<file path="src/rtl/dmf_pkg.sv">
package dmf_pkg;

  localparam int unsigned BYTE_W = 8;

  // Word-spaced register offsets (decoded on the full address width).
  localparam int unsigned OFF_IN   = 'h0;
  localparam int unsigned OFF_OUT  = 'h4;
  localparam int unsigned OFF_STAT = 'h8;

  typedef enum logic [1:0] {
    TGT_NONE,
    TGT_IN,
    TGT_OUT,
    TGT_STAT
  } tgt_e;

  typedef struct packed {
    logic have;
    logic full;
  } flags_t;

  // Status byte: bit 0 full, bit 1 have, upper bits zero.
  function automatic logic [BYTE_W-1:0] pack_status(input flags_t f);
    return BYTE_W'({f.have, f.full});
  endfunction

endpackage

</file>
<file path="src/rtl/dmf_decode.sv">
module dmf_decode
  import dmf_pkg::*;
#(
  parameter int unsigned ADDR_W = 4
) (
  input  logic              sel,
  input  logic              we,
  input  logic [ADDR_W-1:0] addr,
  output logic              rd,
  output logic              push,
  output logic              pop,
  output tgt_e              tgt
);

  tgt_e hit;

  always_comb begin
    if (addr == ADDR_W'(OFF_IN))        hit = TGT_IN;
    else if (addr == ADDR_W'(OFF_OUT))  hit = TGT_OUT;
    else if (addr == ADDR_W'(OFF_STAT)) hit = TGT_STAT;
    else                                hit = TGT_NONE;
  end

  assign tgt  = sel ? hit : TGT_NONE;
  assign rd   = sel & ~we;
  assign push = sel & we & (hit == TGT_IN);
  assign pop  = sel & ~we & (hit == TGT_OUT);

endmodule

</file>
<file path="src/rtl/dmf_arbiter.sv">
module dmf_arbiter
  import dmf_pkg::*;
#(
  parameter int unsigned PORTS = 2
) (
  input  logic [PORTS-1:0]  push_req,
  input  logic [PORTS-1:0]  pop_req,
  input  logic [BYTE_W-1:0] wdata [PORTS],
  input  logic              full,
  input  logic              empty,
  output logic              push_ok,
  output logic [BYTE_W-1:0] push_data,
  output logic              pop_ok,
  output logic [PORTS-1:0]  pop_grant
);

  // Lowest index wins each contest; flags are the pre-edge state.
  always_comb begin
    push_ok   = 1'b0;
    push_data = '0;
    pop_grant = '0;
    for (int p = 0; p < PORTS; p++) begin
      if (push_req[p] && !push_ok && !full) begin
        push_ok   = 1'b1;
        push_data = wdata[p];
      end
      if (pop_req[p] && (pop_grant == '0) && !empty) begin
        pop_grant[p] = 1'b1;
      end
    end
    pop_ok = |pop_grant;
  end

endmodule

</file>
<file path="src/rtl/dmf_ptrs.sv">
module dmf_ptrs #(
  parameter  int unsigned DEPTH = 64,
  localparam int unsigned IDX_W = $clog2(DEPTH),
  localparam int unsigned PTR_W = IDX_W + 1
) (
  input  logic             clk,
  input  logic             rst,
  input  logic             push_ok,
  input  logic             pop_ok,
  output logic [PTR_W-1:0] wr_ptr,
  output logic [PTR_W-1:0] rd_ptr,
  output logic [IDX_W-1:0] waddr,
  output logic [IDX_W-1:0] raddr,
  output logic             full,
  output logic             empty
);

  always_ff @(posedge clk) begin
    if (rst) begin
      wr_ptr <= '0;
      rd_ptr <= '0;
    end else begin
      if (push_ok) wr_ptr <= wr_ptr + PTR_W'(1);
      if (pop_ok)  rd_ptr <= rd_ptr + PTR_W'(1);
    end
  end

  assign waddr = wr_ptr[IDX_W-1:0];
  assign raddr = rd_ptr[IDX_W-1:0];
  assign empty = (wr_ptr == rd_ptr);
  assign full  = (wr_ptr[IDX_W] != rd_ptr[IDX_W]) &&
                 (wr_ptr[IDX_W-1:0] == rd_ptr[IDX_W-1:0]);

endmodule

</file>
<file path="src/rtl/dmf_store.sv">
module dmf_store #(
  parameter  int unsigned DEPTH = 64,
  parameter  int unsigned W     = 8,
  localparam int unsigned IDX_W = $clog2(DEPTH)
) (
  input  logic             clk,
  input  logic             we,
  input  logic [IDX_W-1:0] waddr,
  input  logic [W-1:0]     wdata,
  input  logic [IDX_W-1:0] raddr,
  output logic [W-1:0]     rdata
);

  logic [W-1:0] mem [DEPTH];

  always_ff @(posedge clk) begin
    if (we) mem[waddr] <= wdata;
  end

  assign rdata = mem[raddr];

endmodule

</file>
<file path="src/rtl/dmf_resp.sv">
module dmf_resp
  import dmf_pkg::*;
(
  input  logic              clk,
  input  logic              rst,
  input  logic              rd,
  input  tgt_e              tgt,
  input  logic              grant,
  input  logic [BYTE_W-1:0] head,
  input  flags_t            flags,
  output logic              rvalid,
  output logic [BYTE_W-1:0] rdata
);

  logic [BYTE_W-1:0] nxt;

  always_comb begin
    nxt = '0;
    if (rd) begin
      case (tgt)
        TGT_OUT:  nxt = grant ? head : '0;
        TGT_STAT: nxt = pack_status(flags);
        default:  nxt = '0;
      endcase
    end
  end

  always_ff @(posedge clk) begin
    if (rst) begin
      rvalid <= 1'b0;
      rdata  <= '0;
    end else begin
      rvalid <= rd;
      rdata  <= nxt;
    end
  end

endmodule

</file>
<file path="src/rtl/dbg_msg_fifo.sv">
module dbg_msg_fifo
  import dmf_pkg::*;
#(
  parameter int unsigned DEPTH  = 64,
  parameter int unsigned ADDR_W = 4
) (
  input  logic              clk,
  input  logic              rst,
  input  logic              dev_sel,
  input  logic              dev_we,
  input  logic [ADDR_W-1:0] dev_addr,
  input  logic [7:0]        dev_wdata,
  output logic              dev_rvalid,
  output logic [7:0]        dev_rdata,
  input  logic              host_sel,
  input  logic              host_we,
  input  logic [ADDR_W-1:0] host_addr,
  input  logic [7:0]        host_wdata,
  output logic              host_rvalid,
  output logic [7:0]        host_rdata
);

  localparam int unsigned PORTS     = 2;
  localparam int unsigned DEV_PORT  = 0;
  localparam int unsigned HOST_PORT = 1;
  localparam int unsigned IDX_W     = $clog2(DEPTH);
  localparam int unsigned PTR_W     = IDX_W + 1;

  logic              p_sel    [PORTS];
  logic              p_we     [PORTS];
  logic [ADDR_W-1:0] p_addr   [PORTS];
  logic [BYTE_W-1:0] p_wdata  [PORTS];
  logic              p_rvalid [PORTS];
  logic [BYTE_W-1:0] p_rdata  [PORTS];
  logic              p_rd     [PORTS];
  tgt_e              p_tgt    [PORTS];
  logic [PORTS-1:0]  push_req;
  logic [PORTS-1:0]  pop_req;
  logic [PORTS-1:0]  pop_grant;

  logic              push_ok;
  logic              pop_ok;
  logic [BYTE_W-1:0] push_data;
  logic [BYTE_W-1:0] head;
  logic [PTR_W-1:0]  wr_ptr;
  logic [PTR_W-1:0]  rd_ptr;
  logic [IDX_W-1:0]  waddr;
  logic [IDX_W-1:0]  raddr;
  logic              fifo_full;
  logic              fifo_empty;
  flags_t            flags;

  assign p_sel[DEV_PORT]    = dev_sel;
  assign p_we[DEV_PORT]     = dev_we;
  assign p_addr[DEV_PORT]   = dev_addr;
  assign p_wdata[DEV_PORT]  = dev_wdata;
  assign p_sel[HOST_PORT]   = host_sel;
  assign p_we[HOST_PORT]    = host_we;
  assign p_addr[HOST_PORT]  = host_addr;
  assign p_wdata[HOST_PORT] = host_wdata;

  assign dev_rvalid  = p_rvalid[DEV_PORT];
  assign dev_rdata   = p_rdata[DEV_PORT];
  assign host_rvalid = p_rvalid[HOST_PORT];
  assign host_rdata  = p_rdata[HOST_PORT];

  assign flags.full = fifo_full;
  assign flags.have = ~fifo_empty;

  for (genvar g = 0; g < PORTS; g++) begin : g_port
    dmf_decode #(.ADDR_W(ADDR_W)) dec_i (
      .sel  (p_sel[g]),
      .we   (p_we[g]),
      .addr (p_addr[g]),
      .rd   (p_rd[g]),
      .push (push_req[g]),
      .pop  (pop_req[g]),
      .tgt  (p_tgt[g])
    );

    dmf_resp resp_i (
      .clk    (clk),
      .rst    (rst),
      .rd     (p_rd[g]),
      .tgt    (p_tgt[g]),
      .grant  (pop_grant[g]),
      .head   (head),
      .flags  (flags),
      .rvalid (p_rvalid[g]),
      .rdata  (p_rdata[g])
    );
  end

  dmf_arbiter #(.PORTS(PORTS)) arb_i (
    .push_req  (push_req),
    .pop_req   (pop_req),
    .wdata     (p_wdata),
    .full      (fifo_full),
    .empty     (fifo_empty),
    .push_ok   (push_ok),
    .push_data (push_data),
    .pop_ok    (pop_ok),
    .pop_grant (pop_grant)
  );

  dmf_ptrs #(.DEPTH(DEPTH)) ptrs_i (
    .clk     (clk),
    .rst     (rst),
    .push_ok (push_ok),
    .pop_ok  (pop_ok),
    .wr_ptr  (wr_ptr),
    .rd_ptr  (rd_ptr),
    .waddr   (waddr),
    .raddr   (raddr),
    .full    (fifo_full),
    .empty   (fifo_empty)
  );

  dmf_store #(.DEPTH(DEPTH), .W(BYTE_W)) store_i (
    .clk   (clk),
    .we    (push_ok),
    .waddr (waddr),
    .wdata (push_data),
    .raddr (raddr),
    .rdata (head)
  );

endmodule

</file>
<file path="config.mk">
export PLATFORM = sky130hd
export DESIGN_NAME = dbg_msg_fifo
export DESIGN_NICKNAME = d
export VERILOG_FILES = /design/src/rtl/dmf_pkg.sv /design/src/rtl/dmf_decode.sv /design/src/rtl/dmf_arbiter.sv /design/src/rtl/dmf_ptrs.sv /design/src/rtl/dmf_store.sv /design/src/rtl/dmf_resp.sv /design/src/rtl/dbg_msg_fifo.sv
export SDC_FILE = /design/constraint.sdc
export NUM_CORES = 1
export LEC_CHECK = 0
export BUFFER_PORTS_ARGS = -buffer_cell sky130_fd_sc_hd__buf_2
export CORE_MARGIN = 2
export CORE_UTILIZATION = 58
export CTS_BUF_LIST = sky130_fd_sc_hd__clkbuf_2 sky130_fd_sc_hd__clkbuf_4 sky130_fd_sc_hd__clkbuf_8
export CTS_CLUSTER_SIZE = 30
export DETAILED_ROUTE_END_ITERATION = 7
export GPL_TIMING_DRIVEN = 0
export HOLD_SLACK_MARGIN = 0.03
export PLACE_DENSITY = 0.77
export SLEW_MARGIN = 10
export SYNTH_ARGS = -nofsm -noshare
export SYNTH_HDL_FRONTEND = slang
export SYNTH_SLANG_ARGS = --single-unit
</file>
<file path="constraint.sdc">
create_clock -name clk -period 3.04 [get_ports clk]
set_input_delay 0.76 -clock clk [delete_from_list [all_inputs] [get_ports clk]]
set_output_delay 0.76 -clock clk [all_outputs]
set_load 0.005 [all_outputs]
</file>
[Word-level counts from Yosys, hierarchy flattened]
Memories as Yosys holds them, arrays and structs flattened. A register that Yosys moved wholly into a read port is not among the register bits.
Index checks and enable logic that the tools add are counted.
Storage, ports and cells
  memories kept: 1
  register bits: 32
  latch bits: 0
  output and inout bits: 18
  input bits: 30
  bits in read-only memories: 0
  bits in writable memories: 512
Cells by class
  eq/ne operators: 15
  reductions and logical operators: 15
  div/mod/pow operators: 0
  shift-type cells: 0
  $lt $le $gt $ge: 0
  add/subtract/negate cells: 2
  bitwise logic cells: 14
  muxes and demuxes: 22
  multipliers: 0
Memory list
  store_i.mem: depth 64, bits a word 8, read ports 1, clocked after memory_dff 1, write ports 1, line dmf_store.sv:14  | logic [W-1:0] mem [DEPTH];
Operators by type and width (count)
  2-to-1 mux 8 bit: 4
  case mux 8 bit (2 select lines): 2
  2-to-1 mux 2 bit: 8
  adder 7 x 1 -> 7 bit (second input constant): 2
  == test 2 bit (second input constant): 6
  2-to-1 mux 6 bit: 2
  bitwise AND 1 bit: 8
  == test 4 x 3 -> 1 bit (second input constant): 2
  == test 4 bit (second input constant): 2
  zero test 4 bit: 2
  == test 7 bit: 1
  logical AND 1 bit: 7
  == test 6 bit: 1
  2-to-1 mux 1 bit: 6
  inverter 1 bit: 6
  OR reduction 2 bit: 3
  == test 2 x 1 -> 1 bit (second input constant): 2
  zero test 1 bit: 3
  != test 1 bit: 1

[Logic depth before layout (Yosys ltp)]
Gate-level depths: netlist (run 1).
  word-level depth: 15
  depth in mapped cells: 10
  depth with buffers taken out: 6

[Modules after synthesis]
A second synthesis (run 1) with hierarchy kept.
Second synthesis, totals
  cell total of the unflattened synthesis: 1112
  area total of the unflattened synthesis: 21698.3 sq um
Modules (own cells, without submodules)
  dmf_store: cells each 932, times used 1, area an instance 20006.7 sq um, sequential area each 15374.7 sq um
  dmf_ptrs: cells each 87, times used 1, area an instance 759.5 sq um, sequential area each 280.3 sq um
  dmf_resp: cells each 30, times used 2, area an instance 335.3 sq um, sequential area each 180.2 sq um
  dmf_arbiter: cells each 18, times used 1, area an instance 130.1 sq um, sequential area each 0.0 sq um
  dmf_decode: cells each 7, times used 2, area an instance 63.8 sq um, sequential area each 0.0 sq um
  dbg_msg_fifo: cells each 1, times used 1, area an instance 3.8 sq um, sequential area each 0.0 sq um

[Worst setup path after synthesis (run 1)]
No wires, ideal clock.
  path kind: input-to-reg
  start point: input port host_addr[1]
  end point: memory store_i.mem[0][0] (data pin)
  setup time: 0.366 ns
  data arrival time: 2.887 ns
  data required time: 2.674 ns
  stages: 4
  setup slack: -0.213 ns
  cell sequence: nor4b_1 > nand3b_1 > nor3b_1 > a22o_1
Between the ends
  longest elaborated chain between the ends: 9
  elaborated cells between the ends (all ways): 11
  classes of those cells: eq/ne: 3; mux: 4; bitwise: 1; reduce/logical: 3
RTL lines
  start: declaration: line dbg_msg_fifo.sv:17  | input logic [ADDR_W-1:0] host_addr,
  == test 4 bit: line dmf_decode.sv:20  | else if (addr == ADDR_W'(OFF_STAT)) hit = TGT_STAT;
  2-to-1 mux 2 bit: line dmf_decode.sv:20
  2-to-1 mux 2 bit: line dmf_decode.sv:19  | else if (addr == ADDR_W'(OFF_OUT)) hit = TGT_OUT;
  2-to-1 mux 2 bit *: line dmf_decode.sv:18  | if (addr == ADDR_W'(OFF_IN)) hit = TGT_IN;
  == test 2 x 1 -> 1 bit *: line dmf_decode.sv:26  | assign push = sel & we & (hit == TGT_IN);
  bitwise AND 1 bit *: line dmf_decode.sv:26
  logical AND 1 bit * (2 in series): line dmf_arbiter.sv:23  | if (push_req[p] && !push_ok && !full) begin
  2-to-1 mux 8 bit *: line dmf_arbiter.sv:23
  via arb_i.push_data[0]: line dmf_arbiter.sv:12  | output logic [BYTE_W-1:0] push_data,
  end: declaration: line dmf_store.sv:14
The timed path passes the listed nets; every way through them passes the cells marked *.

==> impl_metrics.ini, run 1 <==
[synthesis]
synth_edf_count = 512
synth.net_count = 1049
synth_top_family_by_area = multiplexers
synthMuxAreaShare_pct = 17.1
yosys_warnings = 0
synth_compound_area_share_pct = 1.57
ys_types = 42
synth-xor-area-share_pct = 0.617
synth.most_common_cell = edfxtp_1
ys_top_cells_by_area = edfxtp_1, mux4_2, dfxtp_1
syn_area_per_cell_um2 = 21.0
ys_ff_latch = 550
yosysTopAreaCell = edfxtp_1
synth_seq_area_share_pct = 75.7
synth_flop_cell = edfxtp_1
yosys.area_share.simple_pct = 3.68
syn_area_mm2 = 0.0213
synthArstFlopShare_pct = 0
synth_common_cells = edfxtp_1, mux4_2, nor2_1
synth_top_area_share_pct = 72.2
synth_cells = 1017
synthAdderAreaFrac_pct = 0.117

[timing]
worst_pin_slew_ns = 0.998
final.setup.tns_ns = -0.00210
setup_slack_ns = -0.00210
max_slew_margin_pct = 33.5
slew_viol_final = 0
period_share_pct = 100
fin_worst_skew_ns = 0.0252
grt_setup_unrepaired = yes
fmax_ghz = 0.329
fin_crit_ns = 3.04
finalHoldViolations = 0
setup_viol = 1

[drt]
vias_per_cell = 6.53
final_antenna_net_count = 0
wire_per_inst_um = 30.7
drt-total-wl_um = 52100
vias = 11100
drc = 0
first_pass_iters = 5
drt_iter0_markers = 1277

[grt]
use_met1_pct = 38.8
overflow = 0
grt_pass1_vias = 11300
antenna_found_initial = 2
grt_max_degree = 65
grt_pass1_wl_um = 75800
globalRouteMet2Util_pct = 44.5
grt_use_met3_pct = 7.63
grt-busiest-layer = met2
grtUsageTotal_pct = 28.3

[place]
place.gp.congestion = 0.901
placedCellCount = 1531
dp.final_hpwl_um = 32800
io_buffers = 46

[cells_and_area]
fin_nets = 1190
instances_no_fill = 1699
layout-area-overhead-vs-synth_pct = 15.7
fill_cells = 2228
drive_above_1_share_pct = 38.9

[floorplan]
fp-row-count = 70
num_io_pins = 48
dieHeight_um = 196
coreArea_mm2 = 0.0364
dieArea_mm2 = 0.0383
die_w_um = 196
initial_core_util_pct = 58.5

[clock_tree]
htree_num_levels = 3
clock_latency_ns = 0.64
clk_pin_slew_ns = 0.07
clockBufferDepth = 3
cts_tree = built
cts_sinks = 550
cts_buffers = 85
hold_buffers = 0
clockRootBuffer = clkbuf_8

[critical_path]
arrival_ns = 3.53
cpMostUsedCell = mux4_2
startpoint_type = flip-flop
worstPathCellList = clkbuf_2, clkbuf_4, mux4_2, mux4_2, mux2_2, o21ai_0, nor2_1
max_stage_delay_ns = 0.54
criticalPathCategory = reg2reg
critPathRequiredTime_ns = 3.53
cp-end-kind = flip-flop
crit_fanout = 10
critPathSlowestCell = mux4_2

[power]
p_leak_uw = 0.00658
vdd_ir_drop_max_uv = 327
p_total_uw = 14300
power_density_mw_per_mm2 = 581

[outcome]
outcome = finished, violations left
failed_checks = setup timing

[flow_run]
max_cap_viol_count = 0

[hold_path]
hp-class = in2reg
hp-start = dev_we
[stage by stage]
stage	setup WS (ns)	util (%)	hold WS [ns]	cell area, µm²
2_1_floorplan	0.0659	-	0.470	21300
3_3_place_gp	-1.09	60.7	0.486	22100
3_5_place_dp	-1.23	60.7	0.504	22100
4_1_cts	-0.0825	67.0	0.358	24400
5_1_grt	-0.0413	67.6	0.365	24600
6_report	-0.00210	67.6	0.391	24600
[layout by cell type, fill, tap and decap left out, types with 10 or more instances in the layout]
cell      instances
a21oi_1          11
buf_2            53
buf_4            11
clkbuf_1         11
clkbuf_2         11
clkbuf_4         39
clkbuf_8         93
clkinv_1         20
dfxtp_1          38
edfxtp_1        512
mux2i_1          20
mux4_2          149
nand2_1          14
nor2_1           36
nor2_4           61
o21ai_0          10
xor2_1           12
[repair_timing]
item	in CTS	in global routing
resized for setup	154	37
setup buffers	2	7
setup endpoints to repair	1040	558
pin swaps	2	9
[where the power goes]
group          total [µW]  switching (µW)  internal, µW
Combinational        85.1            59.2          26.0
Clock                6050            2830          3220
Sequential           8170           0.646          8170
Total               14300            2890         11400
[sequential cells by signal (all words and copies together) (netlist names), named ones only]
register and cells:
g_port.resp_i.rdata 16, ptrs_i.rd_ptr 7, ptrs_i.wr_ptr 7, store_i.mem 512, g_port.resp_i.rvalid 2
[final cells by class]
type,instances,area (µm²),area share (%)
antenna,1,2.50,0.0102
sequential,550,16100,65.5
buffer,52,297,1.20
clock buffer,126,1530,6.20
tap,468,586,2.38
timing repair buffer,55,360,1.46
inverter,2,7.51,0.0305
multi-input combinational,412,5580,22.6
clock inverter,33,153,0.619
[kinds of logic (layout without fill, tap and decap cells)]
logic type | after synthesis | count (layout)
AND/OR/NAND/NOR | 171 | 171
adder cells (fa/ha/maj) | 2 | 2
other | 0 | 1
flip-flops | 550 | 550
AO/OA/AOI/OAI | 47 | 47
buffers and inverters | 55 | 268
XOR/XNOR | 15 | 15
multiplexers | 177 | 177
[critical path: cells and delay by family (launching register included)]
family / cells / cell delay, ns
AND/OR/NAND/NOR: 1 / 0.10
buffers and inverters: 2 / 0.65
AO/OA/AOI/OAI: 1 / 0.42
flip-flops: 1 / 0.45
multiplexers: 3 / 1.25
[routing by layer]
layer  part of all wire [%]  wire [µm]
met1                     38      19600
met2                     48      25200
met3                     10       5470
met4                    3.4       1780
met5                  0.025         13
[final timing paths]
check                              endpoint  slack, ns  depth (start not counted)
hold reg to reg            ptrs_i.wr_ptr[6]       0.52                          2
setup reg to reg  g_port[1].resp_i.rdata[4]     -0.002                          7
hold / removal    g_port[0].resp_i.rdata[1]       0.39                          2
setup / recovery  g_port[1].resp_i.rdata[4]     -0.002                          7
No activity file was read; power rests on OpenSTA's default activity.
==> inputs of run 2 (changes only) <==
--- a/config.mk
+++ b/config.mk
@@ -17,4 +17,5 @@
 export SLEW_MARGIN = 10
 export SYNTH_ARGS = -nofsm -noshare
 export SYNTH_HDL_FRONTEND = slang
+export SYNTH_HIERARCHICAL = 1
 export SYNTH_SLANG_ARGS = --single-unit
==> impl_metrics.ini, run 2 <==
[critical_path]
criticalPathCategory = reg2reg
arrival_ns = 3.56
crit_fanout = 10
startpoint_type = flip-flop
cp-end-kind = flip-flop
critPathRequiredTime_ns = 3.54
r2r_setup_slack_ns = -0.02

[drt]
drc = 0
final_antenna_net_count = 0
drt_iter0_markers = 1424
drt-total-wl_um = 51900
vias = 11700
wire_per_inst_um = 29.1
first_pass_iters = 5
vias_per_cell = 6.59

[flow_run]
max_cap_viol_count = 0

[floorplan]
dieArea_mm2 = 0.0388
num_io_pins = 48
fp-row-count = 70
coreArea_mm2 = 0.0366
dieHeight_um = 197
die_w_um = 197
initial_core_util_pct = 59.0

[outcome]
outcome = finished, violations left
failed_checks = setup timing

[synthesis]
synth.net_count = 1132
syn_area_mm2 = 0.0216
yosys_warnings = 6
syn_area_per_cell_um2 = 19.6
synth_cells = 1100

[cells_and_area]
final_common_cell = edfxtp_1
fin_nets = 1284
layout-area-overhead-vs-synth_pct = 16.2
drive_above_1_share_pct = 36.9
layout_common_cells = edfxtp_1, mux4_2, clkbuf_8
reg.largest.list = store_i/mem: 512 flops, g_port.resp_i/rdata: 16 flops
top_register = store_i/mem
diodes = 0
largest_reg_flops = 512

[timing]
period_share_pct = 101
setup_viol = 2
max_slew_margin_pct = 33.2
fmax_ghz = 0.327
worst_pin_slew_ns = 0.977
hold_ws_ns = 0.486
setup_slack_ns = -0.0216
grt_setup_unrepaired = yes
finalHoldViolations = 0
fin_crit_ns = 3.06
slew_viol_final = 0
fin_worst_skew_ns = 0.0202

[place]
place.gp.congestion = 0.935
io_buffers = 47
dpl_worst_slack_ns = -1.37
dp.final_hpwl_um = 32400

[power]
power_density_mw_per_mm2 = 563
vdd_ir_drop_max_uv = 250
p_total_uw = 14100
p_leak_uw = 0.00662

[clock_tree]
clk_pin_slew_ns = 0.06
clockBufferDepth = 3
htree_num_levels = 3
clockRootBuffer = clkbuf_8
clock_latency_ns = 0.61
cts_buffers = 83
cts_tree = built
hold_buffers = 0
cts_sinks = 544

[grt]
grt_max_degree = 65
grtUsageTotal_pct = 27.0
overflow = 0
grt_pass1_wl_um = 74400
antenna_found_initial = 0
grt_pass1_vias = 11600

[hold_path]
hp-class = in2reg
-- run 2: routing by layer --
metal | part of all wire [%] | up-vias | global-route usage, %
met4 | 3.3 | 0 | 9.22
met5 | 0 | - | 0
met3 | 11 | 126 | 6.78
li1 | - | 4803 | -
met2 | 48 | 763 | 42.6
met1 | 38 | 6057 | 37.6
-- run 2: stage by stage --
| step | setup TNS [ns] | cells | area (µm²) | utilization, % |
|---|---|---|---|---|
| 6_report | -0.0427 | 1784 | 25100 | 68.6 |
| 5_1_grt | -0.327 | 1784 | 25100 | 68.6 |
| 4_1_cts | -23.68 | 1765 | 24700 | 67.4 |
| 3_5_place_dp | -674.46 | 1615 | 22700 | 62.1 |
| 3_3_place_gp | -682.92 | 1615 | 22700 | 62.0 |
| 2_1_floorplan | 0 | 1100 | 21900 | - |
-- run 2: where the power goes --
part | total, µW | switching (µW) | internal, µW
registers | 8100 | 2.57 | 8090
logic | 94.2 | 60.5 | 33.7
clock network | 5930 | 2700 | 3230
-- run 2: layout make-up --
class                           instances  area (µm²)
Buffer                                 54         365
Clock buffer                          116        1450
Clock inverter                         33         191
Fill cell                            2166       11500
Inverter                               13        48.8
Multi-Input combinational cell        487        5820
Sequential cell                       544       16000
Tap cell                              468         586
Timing Repair Buffer                   69         626
-- run 2: critical path, stage by stage (launching register included) --
cell,delay (ns)
dfxtp_1,0.44
buf_4,0.25
buf_4,0.31
buf_4,0.31
mux4_2,0.36
a2111oi_0,0.90
o41ai_2,0.22
inv_1,0.11
nor3_2,0.05
-- run 2: final timing paths --
| path | from | endpoint | depth (start not counted) |
|---|---|---|---|
| max | ptrs_i/rd_ptr[1] | g_port[1].resp_i/rdata[3] | 8 |
| min | rst | ptrs_i/rd_ptr[6] | 2 |
| max reg2reg | ptrs_i/rd_ptr[1] | g_port[1].resp_i/rdata[3] | 8 |
| min reg2reg | ptrs_i/rd_ptr[6] | ptrs_i/rd_ptr[6] | 2 |
-- run 2: what timing repair did --
item,CTS,global route
setup endpoints to repair,720,367
cloned,0,0
gates resized for setup,74,18
pin swaps,3,17
buffers inserted,3,19
==> inputs of run 3 (changes only) <==
--- a/config.mk
+++ b/config.mk
@@ -5,15 +5,16 @@
 export SDC_FILE = /design/constraint.sdc
 export NUM_CORES = 1
 export LEC_CHECK = 0
-export BUFFER_PORTS_ARGS = -buffer_cell sky130_fd_sc_hd__buf_2
 export CORE_MARGIN = 2
-export CORE_UTILIZATION = 58
+export CORE_UTILIZATION = 59
 export CTS_BUF_LIST = sky130_fd_sc_hd__clkbuf_2 sky130_fd_sc_hd__clkbuf_4 sky130_fd_sc_hd__clkbuf_8
 export CTS_CLUSTER_SIZE = 30
 export DETAILED_ROUTE_END_ITERATION = 7
+export DONT_BUFFER_PORTS = 1
 export GPL_TIMING_DRIVEN = 0
 export HOLD_SLACK_MARGIN = 0.03
 export PLACE_DENSITY = 0.77
+export SKIP_LAST_GASP = 1
 export SLEW_MARGIN = 10
 export SYNTH_ARGS = -nofsm -noshare
 export SYNTH_HDL_FRONTEND = slang
==> impl_metrics.ini, run 3 (synthesis gave the netlist of run 2 again) <==
[drt]
wire_per_inst_um = 29.2
vias = 11400
drc = 0
drt_iter0_markers = 1288
drt-total-wl_um = 50300
final_antenna_net_count = 0
vias_per_cell = 6.62
first_pass_iters = 5

[critical_path]
startpoint_type = primary input
crit_fanout = 9
arrival_ns = 3.30
critPathSlowestCell = nor2_2
cp-end-kind = flip-flop
critPathRequiredTime_ns = 3.29
critPathBufInv = 1
path_delay_family = simple AND/OR/NAND/NOR gates
criticalPathCategory = in2reg
worstPathCellList = or3b_4, nor4b_2, clkbuf_2, nor2_1, nor2_4, nand3_2, nor2_2
max_stage_delay_ns = 0.61

[clock_tree]
clock_latency_ns = 0.63
hold_buffers = 0
clockBufferDepth = 3
clockRootBuffer = clkbuf_8
clk_pin_slew_ns = 0.06
cts_sinks = 544
cts_tree = built
htree_num_levels = 3
cts_buffers = 82

[timing]
worst_pin_slew_ns = 0.999
fmax_ghz = 0.328
finalHoldViolations = 0
fin_worst_skew_ns = 0.0211
setup_viol = 4
hold_ws_ns = 0.190
grt_setup_unrepaired = yes
fin_crit_ns = 3.05
setup_slack_ns = -0.00692
slew_viol_final = 0
max_slew_margin_pct = 33.4
period_share_pct = 100

[place]
dpl_worst_slack_ns = -1.13
place.gp.congestion = 1.01
io_buffers = 0
dp.final_hpwl_um = 31800
placedCellCount = 1568

[floorplan]
fp-row-count = 70
initial_core_util_pct = 59.4
dieArea_mm2 = 0.0382
coreArea_mm2 = 0.0363
num_io_pins = 48
dieHeight_um = 195
die_w_um = 195

[cells_and_area]
layout_common_cells = edfxtp_1, mux4_2, clkbuf_8
layout-area-overhead-vs-synth_pct = 13.7
diodes = 0
reg.largest.list = store_i/mem: 512 flops, g_port.resp_i/rdata: 16 flops
fill_cells = 2219
top_register = store_i/mem
largest_reg_flops = 512
instances_no_fill = 1723
drive_above_1_share_pct = 35.5
final_common_cell = edfxtp_1
fin_nets = 1225

[grt]
grtUsageTotal_pct = 26.9
grt_pass1_wl_um = 72700
antenna_found_initial = 0
overflow = 0
grt_max_degree = 65
grt_pass1_vias = 11200

[outcome]
failed_checks = setup timing
outcome = finished, violations left

[power]
vdd_ir_drop_max_uv = 360
power_density_mw_per_mm2 = 565
comb_power_share_pct = 0.4
p_leak_uw = 0.00624
pwr-share-seq_pct = 58.3
p_int_uw = 11200
p_total_uw = 13900
netSwitchingFraction_pct = 19.5
switchingPower_uw = 2710
clkPwrFrac_pct = 41.2

[flow_run]
max_cap_viol_count = 0

[hold_path]
hp-class = in2reg
-- run 3: cell types whose count changed in the layout (fill, tap and decap cells not counted), sizes merged --
cell      previous run  this run
clkinvlp             1         3
clkinv              29        28
clkbuf             138       133
buf                101        44
bufinv               2         1
inv                 14        15
-- run 3: repair_timing --
action | 4_1_cts | 5_1_grt
cloned | 0 | 0
endpoints found under the setup margin | 817 | 495
gates resized for setup | 49 | 57
setup buffers | 4 | 5
pin swaps | 0 | 2
-- run 3: layout make-up --
type                       count  area (µm²)  share of cell area [%]
clock inverter                34         194                   0.790
sequential                   544       16000                    65.2
multi-input combinational    487        5860                    23.9
inverter                      13        48.8                   0.199
buffer                        56         380                    1.55
timing repair buffer           9        80.1                   0.326
clock buffer                 112        1390                    5.67
tap                          468         586                    2.38
-- run 3: metrics by stage --
step                      area [µm²]  TNS (ns)  utilization, %
after global routing           24600     -1.44            67.6
after floorplan                21900         0               -
after global placement         22500   -511.31            61.8
after CTS                      24200    -75.14            66.7
after detailed placement       22500   -600.28            61.8
final                          24600   -0.0171            67.6
-- run 3: worst paths after layout --
check                                   end              from  slack, ns  cells past startpoint
setup reg to reg  g_port[0].resp_i/rdata[5]  ptrs_i/rd_ptr[1]       0.07                     11
setup / recovery         store_i/mem[41][5]      host_addr[1]     -0.007                      7
hold reg to reg            ptrs_i/wr_ptr[6]  ptrs_i/wr_ptr[6]       0.53                      2
hold / removal             ptrs_i/rd_ptr[5]               rst       0.19                      1
-- run 3: power groups by stage --
stage / sequential (µW) / clock, µW / combinational, µW
2_1_floorplan: 8250 / 0 / 40.5
3_3_place_gp: 8250 / 0 / 56.0
3_5_place_dp: 8250 / 0 / 59.4
4_1_cts: 8100 / 5820 / 59.7
5_1_grt: 8090 / 6100 / 66.7
6_report: 8100 / 5720 / 61.4
-- run 3: per-layer routing --
layer,up-vias,global-route usage (%),wire length (µm)
met5,-,0,0
met4,0,11.3,2180
met3,127,5.94,5300
met2,699,42.2,23900
met1,5886,37.2,19000
li1,4696,-,-
